==> src/rtl/idle_coord_pkg.sv <==
package idle_coord_pkg;

    localparam int LVL_W = 2;

    typedef enum logic [LVL_W-1:0] {
        LVL_RUN         = 2'd0,
        LVL_CORE_GATED  = 2'd1,
        LVL_IRQ_HELD    = 2'd2,
        LVL_SHARED_DOWN = 2'd3
    } idle_lvl_e;

    typedef struct packed {
        idle_lvl_e lvl;
        logic      irq_block;
        logic      shared_off;
    } pkg_state_t;

    function automatic idle_lvl_e lvl_min(input idle_lvl_e a, input idle_lvl_e b);
        return (a < b) ? a : b;
    endfunction

    function automatic logic lvl_is_deep(input idle_lvl_e l);
        return l == LVL_SHARED_DOWN;
    endfunction

endpackage

==> src/rtl/idle_req_filter.sv <==
module idle_req_filter
    import idle_coord_pkg::*;
#(
    parameter int CNT_W = 4
) (
    input  logic             clk,
    input  logic             rst,
    input  idle_lvl_e        req_in,
    input  logic             wake,
    input  logic [CNT_W-1:0] settle,
    output idle_lvl_e        target
);
    localparam logic [CNT_W-1:0] CNT_MAX = {CNT_W{1'b1}};

    idle_lvl_e        last_q;
    idle_lvl_e        target_q;
    logic [CNT_W-1:0] run_q;
    logic [CNT_W-1:0] run_next;
    logic             same;

    always_comb begin
        same = (req_in == last_q);
        if (!same)
            run_next = '0;
        else if (run_q != CNT_MAX)
            run_next = run_q + 1'b1;
        else
            run_next = run_q;
    end

    always_ff @(posedge clk) begin
        if (rst) begin
            last_q   <= LVL_RUN;
            target_q <= LVL_RUN;
            run_q    <= '0;
        end else if (wake) begin
            last_q   <= req_in;
            target_q <= LVL_RUN;
            run_q    <= '0;
        end else begin
            last_q <= req_in;
            run_q  <= run_next;
            if (run_next >= settle)
                target_q <= req_in;
        end
    end

    assign target = target_q;

endmodule

==> src/rtl/idle_barrier.sv <==
module idle_barrier
    import idle_coord_pkg::*;
#(
    parameter int NUM_CORES = 2
) (
    input  idle_lvl_e            target [NUM_CORES],
    input  logic [NUM_CORES-1:0] wake,
    output idle_lvl_e            grant_next [NUM_CORES]
);
    idle_lvl_e            eff [NUM_CORES];
    logic [NUM_CORES-1:0] deep_vec;
    logic                 all_deep;

    for (genvar c = 0; c < NUM_CORES; c++) begin : g_eff
        assign eff[c]      = wake[c] ? LVL_RUN : target[c];
        assign deep_vec[c] = lvl_is_deep(eff[c]);
    end

    assign all_deep = &deep_vec;

    for (genvar c = 0; c < NUM_CORES; c++) begin : g_grant
        always_comb begin
            if (deep_vec[c] && !all_deep)
                grant_next[c] = LVL_IRQ_HELD;
            else
                grant_next[c] = eff[c];
        end
    end

endmodule

==> src/rtl/idle_pkg_combine.sv <==
module idle_pkg_combine
    import idle_coord_pkg::*;
#(
    parameter int NUM_CORES = 2
) (
    input  idle_lvl_e            grant [NUM_CORES],
    input  logic [NUM_CORES-1:0] wake,
    output logic [NUM_CORES-1:0] gate_en,
    output pkg_state_t           pkg
);
    idle_lvl_e lowest;

    always_comb begin
        lowest = LVL_SHARED_DOWN;
        for (int c = 0; c < NUM_CORES; c++)
            lowest = lvl_min(lowest, grant[c]);
    end

    for (genvar c = 0; c < NUM_CORES; c++) begin : g_gate
        assign gate_en[c] = (grant[c] != LVL_RUN);
    end

    always_comb begin
        pkg.lvl        = lowest;
        pkg.irq_block  = (lowest >= LVL_IRQ_HELD);
        pkg.shared_off = lvl_is_deep(lowest) && !(|wake);
    end

endmodule

==> src/rtl/idle_coord.sv <==
module idle_coord
    import idle_coord_pkg::*;
#(
    parameter int NUM_CORES = 2,
    parameter int CNT_W     = 4
) (
    input  logic                       clk,
    input  logic                       rst,
    input  logic [LVL_W*NUM_CORES-1:0] req_lvl,
    input  logic [NUM_CORES-1:0]       wake,
    input  logic [CNT_W-1:0]           settle_cycles,
    output logic [LVL_W*NUM_CORES-1:0] grant_lvl,
    output logic [LVL_W-1:0]           pkg_lvl,
    output logic [NUM_CORES-1:0]       core_clk_gate,
    output logic                       irq_block,
    output logic                       shared_clk_off
);
    idle_lvl_e  target     [NUM_CORES];
    idle_lvl_e  grant_next [NUM_CORES];
    idle_lvl_e  grant_q    [NUM_CORES];
    pkg_state_t pkg_st;

    for (genvar c = 0; c < NUM_CORES; c++) begin : g_core
        idle_req_filter #(.CNT_W(CNT_W)) u_filter (
            .clk    (clk),
            .rst    (rst),
            .req_in (idle_lvl_e'(req_lvl[c*LVL_W +: LVL_W])),
            .wake   (wake[c]),
            .settle (settle_cycles),
            .target (target[c])
        );

        always_ff @(posedge clk) begin
            if (rst)
                grant_q[c] <= LVL_RUN;
            else
                grant_q[c] <= grant_next[c];
        end

        assign grant_lvl[c*LVL_W +: LVL_W] = grant_q[c];
    end

    idle_barrier #(.NUM_CORES(NUM_CORES)) u_barrier (
        .target     (target),
        .wake       (wake),
        .grant_next (grant_next)
    );

    idle_pkg_combine #(.NUM_CORES(NUM_CORES)) u_combine (
        .grant   (grant_q),
        .wake    (wake),
        .gate_en (core_clk_gate),
        .pkg     (pkg_st)
    );

    assign pkg_lvl        = pkg_st.lvl;
    assign irq_block      = pkg_st.irq_block;
    assign shared_clk_off = pkg_st.shared_off;

endmodule

==> config.mk <==
export PLATFORM = sky130hd
export DESIGN_NAME = idle_coord
export DESIGN_NICKNAME = d
export VERILOG_FILES = /design/src/rtl/idle_coord_pkg.sv /design/src/rtl/idle_req_filter.sv /design/src/rtl/idle_barrier.sv /design/src/rtl/idle_pkg_combine.sv /design/src/rtl/idle_coord.sv
export SDC_FILE = /design/constraint.sdc
export NUM_CORES = 1
export LEC_CHECK = 0
export ABC_AREA = 1
export BUFFER_PORTS_ARGS = -buffer_cell sky130_fd_sc_hd__buf_2
export CAP_MARGIN = 40
export CORE_ASPECT_RATIO = 1.1
export CORE_MARGIN = 3
export CORE_UTILIZATION = 30
export DETAILED_ROUTE_END_ITERATION = 6
export SLEW_MARGIN = 20
export SYNTH_ARGS = -nofsm -noshare
export SYNTH_HDL_FRONTEND = slang
export SYNTH_SLANG_ARGS = --single-unit
==> constraint.sdc <==
create_clock -name clk -period 2.65 [get_ports clk]
set_input_delay 0.53 -clock clk [delete_from_list [all_inputs] [get_ports clk]]
set_output_delay 0.53 -clock clk [all_outputs]
set_load 0.03 [all_outputs]
Yosys cells after proc, flatten, opt, wreduce, memory -nomap -nowiden
Cells that the tools add are included.
Storage, ports and cells
  flip-flop bits (word level): 20
  logic and storage cells: 47
  output and inout bits: 10
  bits of input ports: 12
Operators by class
  mux-type cells: 10
  add/sub/neg operators: 2
  magnitude comparators: 5
  reductions and logical operators: 13
  equality and inequality tests: 7
Operators with widths (count)
  $mux W4: 4
  $mux W2: 6
  $reduce_or A2 Y1: 5
  $add A4 B1 Y4 const B: 2
  $ge A4 B4 Y1: 2
  $ne A4 B4 Y1 const B: 2
  $eq A2 B2 Y1 const B: 3
  $eq A2 B2 Y1: 2
  $reduce_bool A2 Y1: 2
  $logic_and A1 B1 Y1: 3
  $ge A2 B2 Y1 const B: 1
  $logic_not A1 Y1: 2
  $lt A2 B2 Y1: 1
  $lt A2 B2 Y1 const A: 1
  $reduce_and A2 Y1: 1

Logic depth before layout (Yosys ltp)
Gate-level depths: netlist of run 1.
  depth after elaboration: 6
  mapped depth: 14
  mapped depth without buffers: 14

Cells and area by module
From an unflattened synthesis of run 1, not the netlist that was laid out.
Second synthesis, totals
  cells, all modules: 186
  area total of the unflattened synthesis: 1311.3 µm²
By module, submodules not included
  idle_req_filter: area each 535.5 µm², cells an instance 74, seq. area each 160.2 µm², times used 2
  idle_coord: area each 110.1 µm², cells an instance 12, seq. area each 80.1 µm², times used 1
  idle_pkg_combine: area each 80.1 µm², cells an instance 14, seq. area each 0.0 µm², times used 1
  idle_barrier: area each 50.0 µm², cells an instance 12, seq. area each 0.0 µm², times used 1

Least setup slack after synthesis of run 1
Ideal clock, no wire load.
  path kind: reg-to-output
  from: register grant_q (netlist bit grant_lvl[3])
  to: output shared_clk_off
  stages on the path, launching flop included: 6
  setup slack: 0.567 ns
  required time: 2.120 ns
  data arrival time: 1.553 ns
  buffers on the path: 0
  cells stage by stage: dfxtp_1 inv_1 ha_1 o21ai_0 o21ai_0 nor2_1
On the way
  cells in the longest elaborated chain, start to end: 4
RTL lines
  from (decl): line idle_coord.sv:20  | idle_lvl_e grant_q [NUM_CORES];
  from (signal, indexed assignment): line idle_coord.sv:37  | grant_q[c] <= grant_next[c];
  $lt A2 B2 Y1: line idle_coord_pkg.sv:19  | return (a < b) ? a : b;
  $mux W2 (*): line idle_coord_pkg.sv:19
  $eq A2 B2 Y1 (*): line idle_coord_pkg.sv:23  | return l == LVL_SHARED_DOWN;
  $logic_and A1 B1 Y1 (*): line idle_pkg_combine.sv:26  | pkg.shared_off = lvl_is_deep(lowest) && !(|wake);
  to (decl): line idle_coord.sv:16  | output logic shared_clk_off
Every way passes the cells marked *; elsewhere a longest branch is shown, timed or not.

Final worst setup path of run 1
Ends and elaborated chain as after synthesis.

==> parameters.txt, run 1 <==
Parameter                              Value

Run status
  Status ... finished clean

Synthesis
  Share of synthesized cell area in full adder, half adder and majority cells ... 0.137
  Avg Inst Size Synth ... 7.05 um^2
  Combinational family with the most area after synthesis ... simple AND/OR/NAND/NOR gates
  Post-synth net total ... 193
  Simple-Gate Fraction of Synth Area ... 0.338
  Part of the Yosys area used for sequential elements ... 0.338
  Share of cell area taken by muxes after synthesis ... 0
  Xor and xnor fraction of the mapped netlist area ... 0.00740
  Number of distinct library cells after synthesis ... 17
  Synth Cell Area ... 1180 um^2
  Compound-cell area share of the yosys netlist ... 0.0698
  Total of flip-flops plus latches after synthesis ... 20
  Synth warnings ... 0
  Synth Instances ... 168

Detailed routing
  DRC ... 0
  Routed length on met3 ... 62 um
  Detailed Routing Iterations Pass 1 ... 4
  Via total after detailed routing ... roughly 1.0k
  Per-cell routed wire length ... 8.90 um
  Top routing layer in use ... met4
  Final ANT Viol Nets ... 0
  Met2 Routed Length ... 993 um
  Via-per-instance ratio ... 4.24
  Violation count after the first detailed-route iteration ... 34
  Post-detailed-routing wire length ... 2.16 mm
  Met1 routed wirelength after detailed routing ... 1.08 mm

STA
  Summed negative setup slack over all endpoints ... 0 ns
  Hold violation total from the final report ... 0
  Slew Viols, Final ... 0
  Final number of setup-violating endpoints ... 0
  Final clock period utilization by the worst path ... 0.770
  Minimum clock period ... 2.04 ns
  Relative slew slack ... 0.804
  Actual transition at the worst max-transition pin ... 0.291 ns
  Clock Skew ... about 0.0020 ns
  Worst-case setup margin in the final layout ... between 0.6 and 0.7 ns
  Setup repair after global routing missed its margin ... no
  Fmax ... 0.490 GHz

Power and ir drop
  Power per cell area ... slightly below 500 nW/um^2
  Worst VDD drop ... between 500 and 600 uV
  LEAKAGE ... ~0.75 nW
  Overall power consumption ... 691 uW

Worst setup path
  Crit path DAT ... 1.51 ns
  Required time worst endpoint ... 2.12 ns
  Kind of end point of the critical path ... primary output
  R2R setup slack ... between 0.6 and 0.7 ns
  Worst Path Class, Setup ... reg -> out
  Maximum net fanout on the critical path ... 4
  Category of the worst setup path launch point ... flip-flop

Layout
  Diodes inserted ... 0
  Layout-stage area growth over the synthesis result ... 19.8%
  Number of inserted filler cells in the final layout ... 402
  Footprint of the multi-input gates ... 654 um^2
  Share of layout cells above drive strength 1 ... 0.177
  NumNets Final ... between 200 and 250
  Utilization after layout ... 0.382
  Area taken by flip-flops and latches ... 400 um^2

Hold path
  HP Class ... reg -> reg

Job
  Max capacitance violation total ... 0

Clock tree
  Count of buffers added by post-CTS timing repair for setup ... 0
  CTS sink cnt ... 20
  Total CTS buffers ... 3
  Clk buf depth ... 2
  Clock root buffer ... clkbuf_8
  Clock transition at the register clock pins on the worst setup and hold paths after CTS ... roughly 0.070 ns
  TritonCTS clock tree ... done
  Worst skew pair latency ... roughly 0.25 ns
  Count of instances resized after the clock tree is built ... 0
  Post-CTS Hold Fix Bufs ... 0
  Number of H-tree branching levels ... 1

Placed design
  Setup slack after placement ... 0.502 ns
  Number of input and output port buffers inserted ... 21
  Placed wire-length estimate ... 1.79 mm
  Routability-driven placement congestion ratio ... about 0.7

Floorplan
  Die area ... 4740 um^2
  I/O pin count ... 22
  Die Y ... around 72 um
  Core Box Area ... around 3700 um^2
  Site Rows ... 23
  Effective utilization at floorplan ... 0.319
  Width of the die ... 65.9 um

Global routing
  Total overflow reported by the global router ... 0
  Global-route wire length before repair ... around 4.1 mm
  Antenna violations before repair ... 0
  Maximum number of pins on one net before global-route repair ... 13
  Via count of the first global-routing pass ... ~1.0k
  GRT Util Overall ... 0.108
## power by group
group	switching, mW	total (mW)	internal [mW]	leakage (nW)
Sequential	0.00510	0.312	0.307	0.163
Clock	0.102	0.303	0.201	0.0357
Combinational	0.0459	0.0753	0.0293	0.556
## cell families after synthesis
group                      count (synthesis)
adders and majority gates                 13
AOI/OAI and AO/OA                         12
xor gates and xnor gates                   1
buffers and inverters                     34
DFF                                       20
and+or+nand+nor                           88
## cell usage after synthesis, drive strengths merged
cell type	number	area (um^2)
a21oi	6	52.6
nand4	4	25.0
nor2	26	97.6
xor2	1	8.76
nand2	33	124
nand3	16	85.1
nor3	2	20.0
buf	1	5.00
o21ai	6	30.0
inv	33	124
dfxtp	20	400
ha	13	163
or2	7	48.8
## final timing paths
kind,startpoint,to,cells after the start
max,grant_lvl[3],shared_clk_off,6
min,g_core[1].u_filter.target[1],grant_lvl[3],2
max reg2reg,g_core[1].u_filter.run_q[0],g_core[1].u_filter.target[1],12
min reg2reg,g_core[1].u_filter.target[1],grant_lvl[3],2
## layer usage
metal,vias up,GRT usage
met1,444,0.142
met4,0,0.0276
li1,569,-
met3,2,0.0282
met2,12,0.174
met5,-,0
## state kept, by name, indices dropped and copies added (netlist names)
register / flops
g_core.u_filter.last_q: 4
g_core.u_filter.run_q: 8
g_core.u_filter.target: 4
grant_lvl: 4
## layout by cell type (no fill, tap or decap)
cell	netlist	layout
or2_2	2	2
nor2_1	26	26
bufinv_16	0	1
o21ai_0	6	6
inv_1	33	33
or2_0	3	3
nand2_1	33	33
a21oi_1	4	4
nor3_2	2	2
ha_1	13	13
nand4_1	4	4
clkbuf_8	0	3
dfxtp_1	20	20
nand3_2	1	1
or2_4	2	2
xor2_1	1	1
nand3_1	15	15
a21oi_4	2	2
buf_2	1	21
## area by class of cell
| type | count | area share |
|---|---|---|
| repair buffers | 21 | 0.0741 |
| inverters | 33 | 0.0874 |
| clock inverters | 1 | 0.0212 |
| well taps | 50 | 0.0441 |
| multi-input cells | 114 | 0.462 |
| clock buffers | 3 | 0.0291 |
| flip-flops and latches | 20 | 0.282 |
## metrics by stage
step           instance area, um^2  instances  hold WS (ns)
4_1_cts                       1420        242         0.472
5_1_grt                       1420        242         0.499
3_5_place_dp                  1350        238         0.462
2_1_floorplan                 1180        168         0.444
6_report                      1420        242         0.473
3_3_place_gp                  1350        238         0.468
## critical path, stage by stage, from the launching register on
cell,delay [ns]
dfxtp_1,0.37
inv_1,0.07
ha_1,0.26
o21ai_0,0.14
o21ai_0,0.12
nor2_1,0.09
buf_2,0.20
(Power assumes the default switching activity.)
==> inputs of run 2 (changes only) <==
--- a/config.mk
+++ b/config.mk
@@ -5,7 +5,7 @@
 export SDC_FILE = /design/constraint.sdc
 export NUM_CORES = 1
 export LEC_CHECK = 0
-export ABC_AREA = 1
+export ABC_AREA = 0
 export BUFFER_PORTS_ARGS = -buffer_cell sky130_fd_sc_hd__buf_2
 export CAP_MARGIN = 40
 export CORE_ASPECT_RATIO = 1.1
==> constraint.sdc (replaced) <==
create_clock -name clk -period 1.9 [get_ports clk]
set_input_delay 0.38 -clock clk [delete_from_list [all_inputs] [get_ports clk]]
set_output_delay 0.38 -clock clk [all_outputs]
set_load 0.03 [all_outputs]
==> run 2 against run 1 <==
The run now ends with negative setup slack left. Combinational power grew 71%. Global-route usage shrank 0.17 points. Non-clock buffer count grew 19. Via count shrank 7.8%. Die area shrank 4.7%. Worst setup slack lost 0.65 ns. Register-to-register slack lost 0.67 ns. Count of clock-buffer cells in the layout grew 1. Highest routed layer unchanged.
==> parameters.txt, run 2 <==
Parameter                              Value

Synthesis
  Synth Cell Area ... 1120 um^2 (-5.2%)
  Share of flip-flops with an asynchronous set or reset ... 0 (unchanged)
  Total of flip-flops plus latches after synthesis ... 20 (unchanged)
  Avg Inst Size Synth ... 9.28 um^2 (+32%)
  Number of synthesized flops with an enable pin ... 0 (unchanged)
  Main area contributors after synthesis ... dfxtp_1, ha_1, mux2i_1, nor2_1, nand2_1
  Synth warnings ... 0 (unchanged)
  Area share of the largest cell type after synthesis ... 0.357 (+0.0185)
  Number of distinct library cells after synthesis ... 23 (+6)
  Synth cell count leaders ... dfxtp_1, nor2_1, nand2_1
  Most frequent cell after synthesis ... dfxtp_1
  Main flop type after synthesis ... dfxtp_1
  Synth Instances ... 121 (-28%)
  Post-synth top area cell ... dfxtp_1
  Part of the Yosys area used for sequential elements ... 0.357 (+0.0185)
  Post-synth net total ... 146 (-24%)

Worst setup path
  Maximum net fanout on the critical path ... 2 (-2)
  Category of the worst setup path launch point ... flip-flop
  Cell Chain, Critical Path ... ha_4 -> nand3_4 -> xor2_2 -> nand2_1 -> ha_1 -> nand2b_4 -> a2111oi_4 -> a21oi_2 -> mux2i_1
  Crit path DAT ... 2.14 ns (+0.63 ns)
  R2R setup slack ... -0.04 ns (-0.67 ns)
  Slowest stage cell on the critical path ... dfxtp_2
  CP top delay family ... adder cells
  Required time worst endpoint ... 2.10 ns (-0.02 ns)
  Worst Path Class, Setup ... reg -> reg
  Critical Path Max Stage Delay ... 0.38 ns (about the same)
  Buf/Inv on CP ... 0 (-2)
  Kind of end point of the critical path ... flip-flop

STA
  Worst-case setup margin in the final layout ... -0.0427 ns (-0.652 ns)
  Minimum clock period ... 1.94 ns
  Fmax ... 0.515 GHz
  Actual transition at the worst max-transition pin ... 0.432 ns (+0.141 ns)
  Slew Viols, Final ... 0 (unchanged)
  Summed negative setup slack over all endpoints ... -0.113 ns (-0.113 ns)
  Setup repair after global routing missed its margin ... yes
  Final number of setup-violating endpoints ... 4 (+4)
  Hold violation total from the final report ... 0 (unchanged)
  Final clock period utilization by the worst path ... 1.02
  Clock Skew ... 0.00388 ns (+0.00183 ns)
  Relative slew slack ... 0.711 (-0.0933)

Placed design
  Routability-driven placement congestion ratio ... 0.726 (+0.76%)
  Placed wire-length estimate ... 1.77 mm (-1.2%)
  # placed instances ... 205 (-14%)
  Number of input and output port buffers inserted ... 21 (unchanged)
  Placed inst area ... 1430 um^2 (+6.4%)

Global routing
  Total overflow reported by the global router ... 0 (unchanged)
  Maximum number of pins on one net before global-route repair ... 12 (-1)
  Via count of the first global-routing pass ... 940 (-6.7%)
  Antenna violations before repair ... 0 (unchanged)
  GRT Util Overall ... 0.106 (-0.00170)
  Global-route wire length before repair ... 3.88 mm (-5.1%)

Job
  Max capacitance violation total ... 0 (unchanged)

Power and ir drop
  LEAKAGE ... 0.741 nW (-1.8%)
  Worst VDD drop ... 318 uV (-38%)
  Proportion of total power due to net switching ... 0.239 (+0.0176)
  Int Pwr ... 615 uW (+14%)
  Reported net switching power ... 193 uW (+26%)
  Sequential power share ... 0.534 (+0.082)
  Power per cell area ... 505 nW/um^2 (+3.7%)
  Power share of the clock group ... 0.305 (-0.134)
  Overall power consumption ... 807 uW (+17%)
  Gate power share ... 0.160 (+0.051)

Floorplan
  Die Y ... 70.2 um (-2.4%)
  Width of the die ... 64.3 um (-2.4%)
  Effective utilization at floorplan ... 0.324 (+0.00475)
  Die area ... 4510 um^2 (-4.7%)
  Core Box Area ... 3470 um^2 (-6.6%)
  I/O pin count ... 22 (unchanged)
  Site Rows ... 22 (-4.3%)

Layout
  Final standard cell count with taps included and fillers excluded ... 213 (-12%)
  Utilization after layout ... 0.461 (+0.0788)
  Diodes inserted ... 0 (unchanged)
  Top library cells by usage in the layout, fill and taps aside ... buf_2, nor2_1, buf_4, nand2_1, dfxtp_1
  Largest Register ... g_core.u_filter.run_q
  Number of flip-flops in the largest register ... 8 (unchanged)
  Share of layout cells above drive strength 1 ... 0.436 (+0.259)
  Layout-stage area growth over the synthesis result ... 42.4%
  NumNets Final ... 191 (-12%)
  Design Area, Final ... 1600 um^2 (+13%)
  Most common library cell in the layout ignoring fill and taps ... buf_2

Detailed routing
  Detailed Routing Iterations Pass 1 ... 4 (unchanged)
  Via-per-instance ratio ... 4.45 (+4.8%)
  Via total after detailed routing ... 947 (-7.8%)
  DRC ... 0 (unchanged)
  Violation count after the first detailed-route iteration ... 15 (-56%)
  Final ANT Viol Nets ... 0 (unchanged)
  Per-cell routed wire length ... 10.6 um (+19%)
  Post-detailed-routing wire length ... 2.26 mm (+4.7%)

Clock tree
  CTS sink cnt ... 20 (unchanged)
  Clock transition at the register clock pins on the worst setup and hold paths after CTS ... 0.12 ns (+0.05 ns)
  Post-CTS Hold Fix Bufs ... 0 (unchanged)
  Clk buf depth ... 2 (unchanged)
  TritonCTS clock tree ... done
  Clock root buffer ... clkbuf_4
  Total CTS buffers ... 3 (unchanged)
  Worst skew pair latency ... 0.29 ns (+0.04 ns)
  Number of H-tree branching levels ... 1 (unchanged)

Run status
  Violations in the final reports ... negative setup slack
  Status ... finished with violations

Hold path
  HP Class ... in -> reg
-- run 2: through the flow --
stage               hold slack, ns  setup slack (ns)
floorplan                    0.426           0.00522
global placement             0.446            -0.105
detailed placement           0.456            -0.107
CTS                          0.322           -0.0463
global route                 0.330            -0.167
finish                       0.325           -0.0427
-- run 2: routing by layer --
layer  vias to the layer above  global-route usage  part of all wire
met5                         -                   0                 0
met4                         0              0.0423             0.010
met3                         2              0.0177             0.040
met2                        18               0.194              0.51
met1                       436               0.120              0.44
li1                        491                   -                 -
-- run 2: cell type report --
cell class	count	area (um^2)
fillers	318	1870
flip-flops and latches	20	410
clock buffers	4	36.3
repair buffers	40	262
inverters	8	30.0
multi-input cells	93	800
well taps	48	60.1
-- run 2: power groups by stage --
stage	clock network, mW	registers [mW]	logic [mW]
global route	0.273	0.432	0.144
detailed placement	0	0.442	0.122
finish	0.247	0.431	0.129
global placement	0	0.441	0.120
floorplan	0	0.442	0.0801
CTS	0.256	0.433	0.127
-- run 2: logic make-up (layout without fill, tap and decap cells) --
group | count (synthesis) | after routing | synth area share
AOI/OAI and AO/OA | 9 | 9 | 0.0903
xor gates and xnor gates | 6 | 6 | 0.0468
adders and majority gates | 13 | 13 | 0.145
DFF | 20 | 20 | 0.357
muxes | 8 | 8 | 0.0725
buffers and inverters | 8 | 52 | 0.0268
and+or+nand+nor | 57 | 57 | 0.262
-- run 2: worst paths after layout --
kind,startpoint,depth (start not counted),endpoint
worst max register to register,g_core[1].u_filter.run_q[0],9,g_core[1].u_filter.target[0]
worst max-delay path,g_core[1].u_filter.run_q[0],9,g_core[1].u_filter.target[0]
worst min-delay path,rst,2,g_core[1].u_filter.last_q[0]
worst min register to register,g_core[0].u_filter.target[0],2,grant_lvl[0]
-- run 2: repair_timing --
action	4_1_cts	5_1_grt
pin swaps	2	5
setup endpoints to repair	5	6
setup buffers	1	3
hold endpoints to repair	0	0
gates resized for setup	10	8
==> inputs of run 3 (changes only) <==
--- a/config.mk
+++ b/config.mk
@@ -11,7 +11,9 @@
 export CORE_ASPECT_RATIO = 1.1
 export CORE_MARGIN = 3
 export CORE_UTILIZATION = 30
+export CTS_CLUSTER_DIAMETER = 100
 export DETAILED_ROUTE_END_ITERATION = 6
+export GPL_TIMING_DRIVEN = 0
 export SLEW_MARGIN = 20
 export SYNTH_ARGS = -nofsm -noshare
 export SYNTH_HDL_FRONTEND = slang
==> run 3 against run 2 <==
The flow still finishes with violations (negative setup slack). Largest power group unchanged. Design area decreased by 5.2%. Non-clock buffer count decreased by 10. Combinational power decreased by 5%. Critical endpoint is now g_core[1].u_filter.target[1].
==> parameters.txt, run 3 (synthesis gave the netlist of run 2 again) <==
Parameter                              Value

Run status
  Status ... finished with violations
  Violations in the final reports ... negative setup slack

Worst setup path
  CP top delay family ... adder cells
  Slowest stage cell on the critical path ... dfxtp_4
  Maximum net fanout on the critical path ... 3 (+1)
  Launching instance or port of the critical path ... g_core[1].u_filter.run_q[1]
  Worst Path Class, Setup ... reg -> reg
  Buf/Inv on CP ... 0 (unchanged)
  Kind of end point of the critical path ... flip-flop
  Cell Chain, Critical Path ... ha_4 -> nand3_4 -> xor2_2 -> nand2_1 -> ha_1 -> nand2b_4 -> a2111oi_4 -> a21oi_2 -> mux2i_1
  Required time worst endpoint ... 2.08 ns (-0.02 ns)
  Crit path DAT ... 2.13 ns (about the same)
  Category of the worst setup path launch point ... flip-flop
  Critical Path Max Stage Delay ... 0.37 ns (about the same)
  Worst reg2reg startpoint ... g_core[1].u_filter.run_q[1]

Clock tree
  Clock transition at the register clock pins on the worst setup and hold paths after CTS ... 0.10 ns (-0.02 ns)
  Clock root buffer ... clkbuf_4
  Post-CTS Hold Fix Bufs ... 0 (unchanged)
  Number of H-tree branching levels ... 1 (unchanged)
  Worst skew pair latency ... 0.29 ns (about the same)
  CTS sink cnt ... 20 (unchanged)
  Clk buf depth ... 2 (unchanged)
  TritonCTS clock tree ... done
  Total CTS buffers ... 3 (unchanged)

Floorplan
  Width of the die ... 64.3 um (unchanged)
  I/O pin count ... 22 (unchanged)
  Effective utilization at floorplan ... 0.324 (unchanged)
  Die Y ... 70.2 um (unchanged)
  Die area ... 4510 um^2 (unchanged)
  Site Rows ... 22 (unchanged)
  Core Box Area ... 3470 um^2 (unchanged)

STA
  Final hold slack ... 0.328 ns (+0.00334 ns)
  Actual transition at the worst max-transition pin ... 0.371 ns (-0.0608 ns)
  Final number of setup-violating endpoints ... 4 (unchanged)
  Hold violation total from the final report ... 0 (unchanged)
  Worst-case setup margin in the final layout ... -0.0483 ns (-0.00552 ns)
  Setup repair after global routing missed its margin ... yes
  Summed negative setup slack over all endpoints ... -0.160 ns (-0.0473 ns)
  Fmax ... 0.513 GHz (-0.28%)
  Slew Viols, Final ... 0 (unchanged)
  Minimum clock period ... 1.95 ns (+0.00552 ns)
  Final clock period utilization by the worst path ... 1.03 (+0.00291)
  Clock Skew ... 0.00117 ns (-0.00271 ns)
  Relative slew slack ... 0.752 (+0.0407)

Power and ir drop
  LEAKAGE ... 0.683 nW (-7.8%)
  Power per cell area ... 488 nW/um^2 (-3.4%)
  Worst VDD drop ... 317 uV (-0.31%)

Detailed routing
  Detailed Routing Iterations Pass 1 ... 4 (unchanged)
  Via total after detailed routing ... 917 (-3.2%)
  Violation count after the first detailed-route iteration ... 14 (-1)
  Via-per-instance ratio ... 4.54 (+2.1%)
  Per-cell routed wire length ... 11.2 um (+6.0%)
  Post-detailed-routing wire length ... 2.27 mm (+0.49%)
  Final ANT Viol Nets ... 0 (unchanged)
  DRC ... 0 (unchanged)

Placed design
  Placed wire-length estimate ... 1.77 mm (about the same)
  Number of input and output port buffers inserted ... 21 (unchanged)
  Placed inst area ... 1320 um^2 (-7.9%)
  Routability-driven placement congestion ratio ... 0.718 (-1.1%)

Global routing
  Via count of the first global-routing pass ... 992 (+5.5%)
  Total overflow reported by the global router ... 0 (unchanged)
  Global-route wire length before repair ... 4.17 mm (+7.5%)
  GRT Util Overall ... 0.115 (+0.00935)
  Antenna violations before repair ... 0 (unchanged)
  Maximum number of pins on one net before global-route repair ... 11 (-1)

Layout
  Largest Register ... g_core.u_filter.run_q
  Layout-stage area growth over the synthesis result ... 34.9%
  NumNets Final ... 181 (-5.2%)
  Utilization after layout ... 0.437 (-0.0242)
  Diodes inserted ... 0 (unchanged)
  Most common library cell in the layout ignoring fill and taps ... buf_2
  Design Area, Final ... 1510 um^2 (-5.2%)
  Share of layout cells above drive strength 1 ... 0.403 (-0.0338)
  Number of flip-flops in the largest register ... 8 (unchanged)
  Top library cells by usage in the layout, fill and taps aside ... buf_2, nand2_1, nor2_1, dfxtp_1, ha_1

Job
  Max capacitance violation total ... 0 (unchanged)

Hold path
  HP Class ... in -> reg
  Min-delay src ... rst
[run 3: changes by cell type in the layout (fill, tap and decap cells not counted), sizes merged]
cell    delta
buf       -10
clkbuf     -1
[run 3: power breakdown]
group / switching [mW] / internal (mW) / total, mW / leakage, nW
Clock: 0.117 / 0.0736 / 0.190 / 0.0138
Sequential: 0.00523 / 0.421 / 0.427 / 0.167
Combinational: 0.0567 / 0.0650 / 0.122 / 0.503
[run 3: layout make-up]
class | instances | area (um^2)
Fill cell | 356 | 1950
Multi-Input combinational cell | 93 | 802
Sequential cell | 20 | 420
Timing Repair Buffer | 30 | 179
Tap cell | 48 | 60.1
Inverter | 8 | 30.0
Clock buffer | 3 | 22.5
[run 3: final timing paths]
kind	endpoint	slack (ns)	cells after the start
worst max-delay path	g_core[1].u_filter.target[1]	-0.05	9
worst min-delay path	g_core[0].u_filter.last_q[1]	0.33	2
worst max register to register	g_core[1].u_filter.target[1]	-0.05	9
worst min register to register	grant_lvl[0]	0.48	1
[run 3: worst register-to-register path: cells and delay by family, from the launching register on]
family	cells	cell delay, ns
adder cells (fa/ha/maj)	2	0.44
AND/OR/NAND/NOR	3	0.35
AO/OA/AOI/OAI	2	0.37
XOR/XNOR	1	0.18
flip-flops	1	0.37
multiplexers	1	0.13
[run 3: timing repair]
item | CTS | global route
pin swaps | 7 | 4
setup endpoints to repair | 5 | 5
hold endpoints to repair | 0 | 0
resized for setup | 14 | 7
setup buffers | 7 | 2
[run 3: routing by layer]
metal / routed length [um] / GRT usage / part of all wire / up-vias
li1: - / - / - / 468
met1: 948 / 0.134 / 0.42 / 425
met2: 1180 / 0.205 / 0.52 / 22
met3: 118 / 0.0193 / 0.052 / 2
met4: 23 / 0.0493 / 0.010 / 0
met5: 0 / 0 / 0 / -
[run 3: stage by stage]
step	total power [mW]	std cells	worst slack (ns)
final	0.739	202	-0.0483
after CTS	0.747	200	-0.0646
after global routing	0.783	202	-0.162
after global placement	0.548	190	-0.110
after floorplan	0.522	121	0.00522
after detailed placement	0.553	190	-0.177
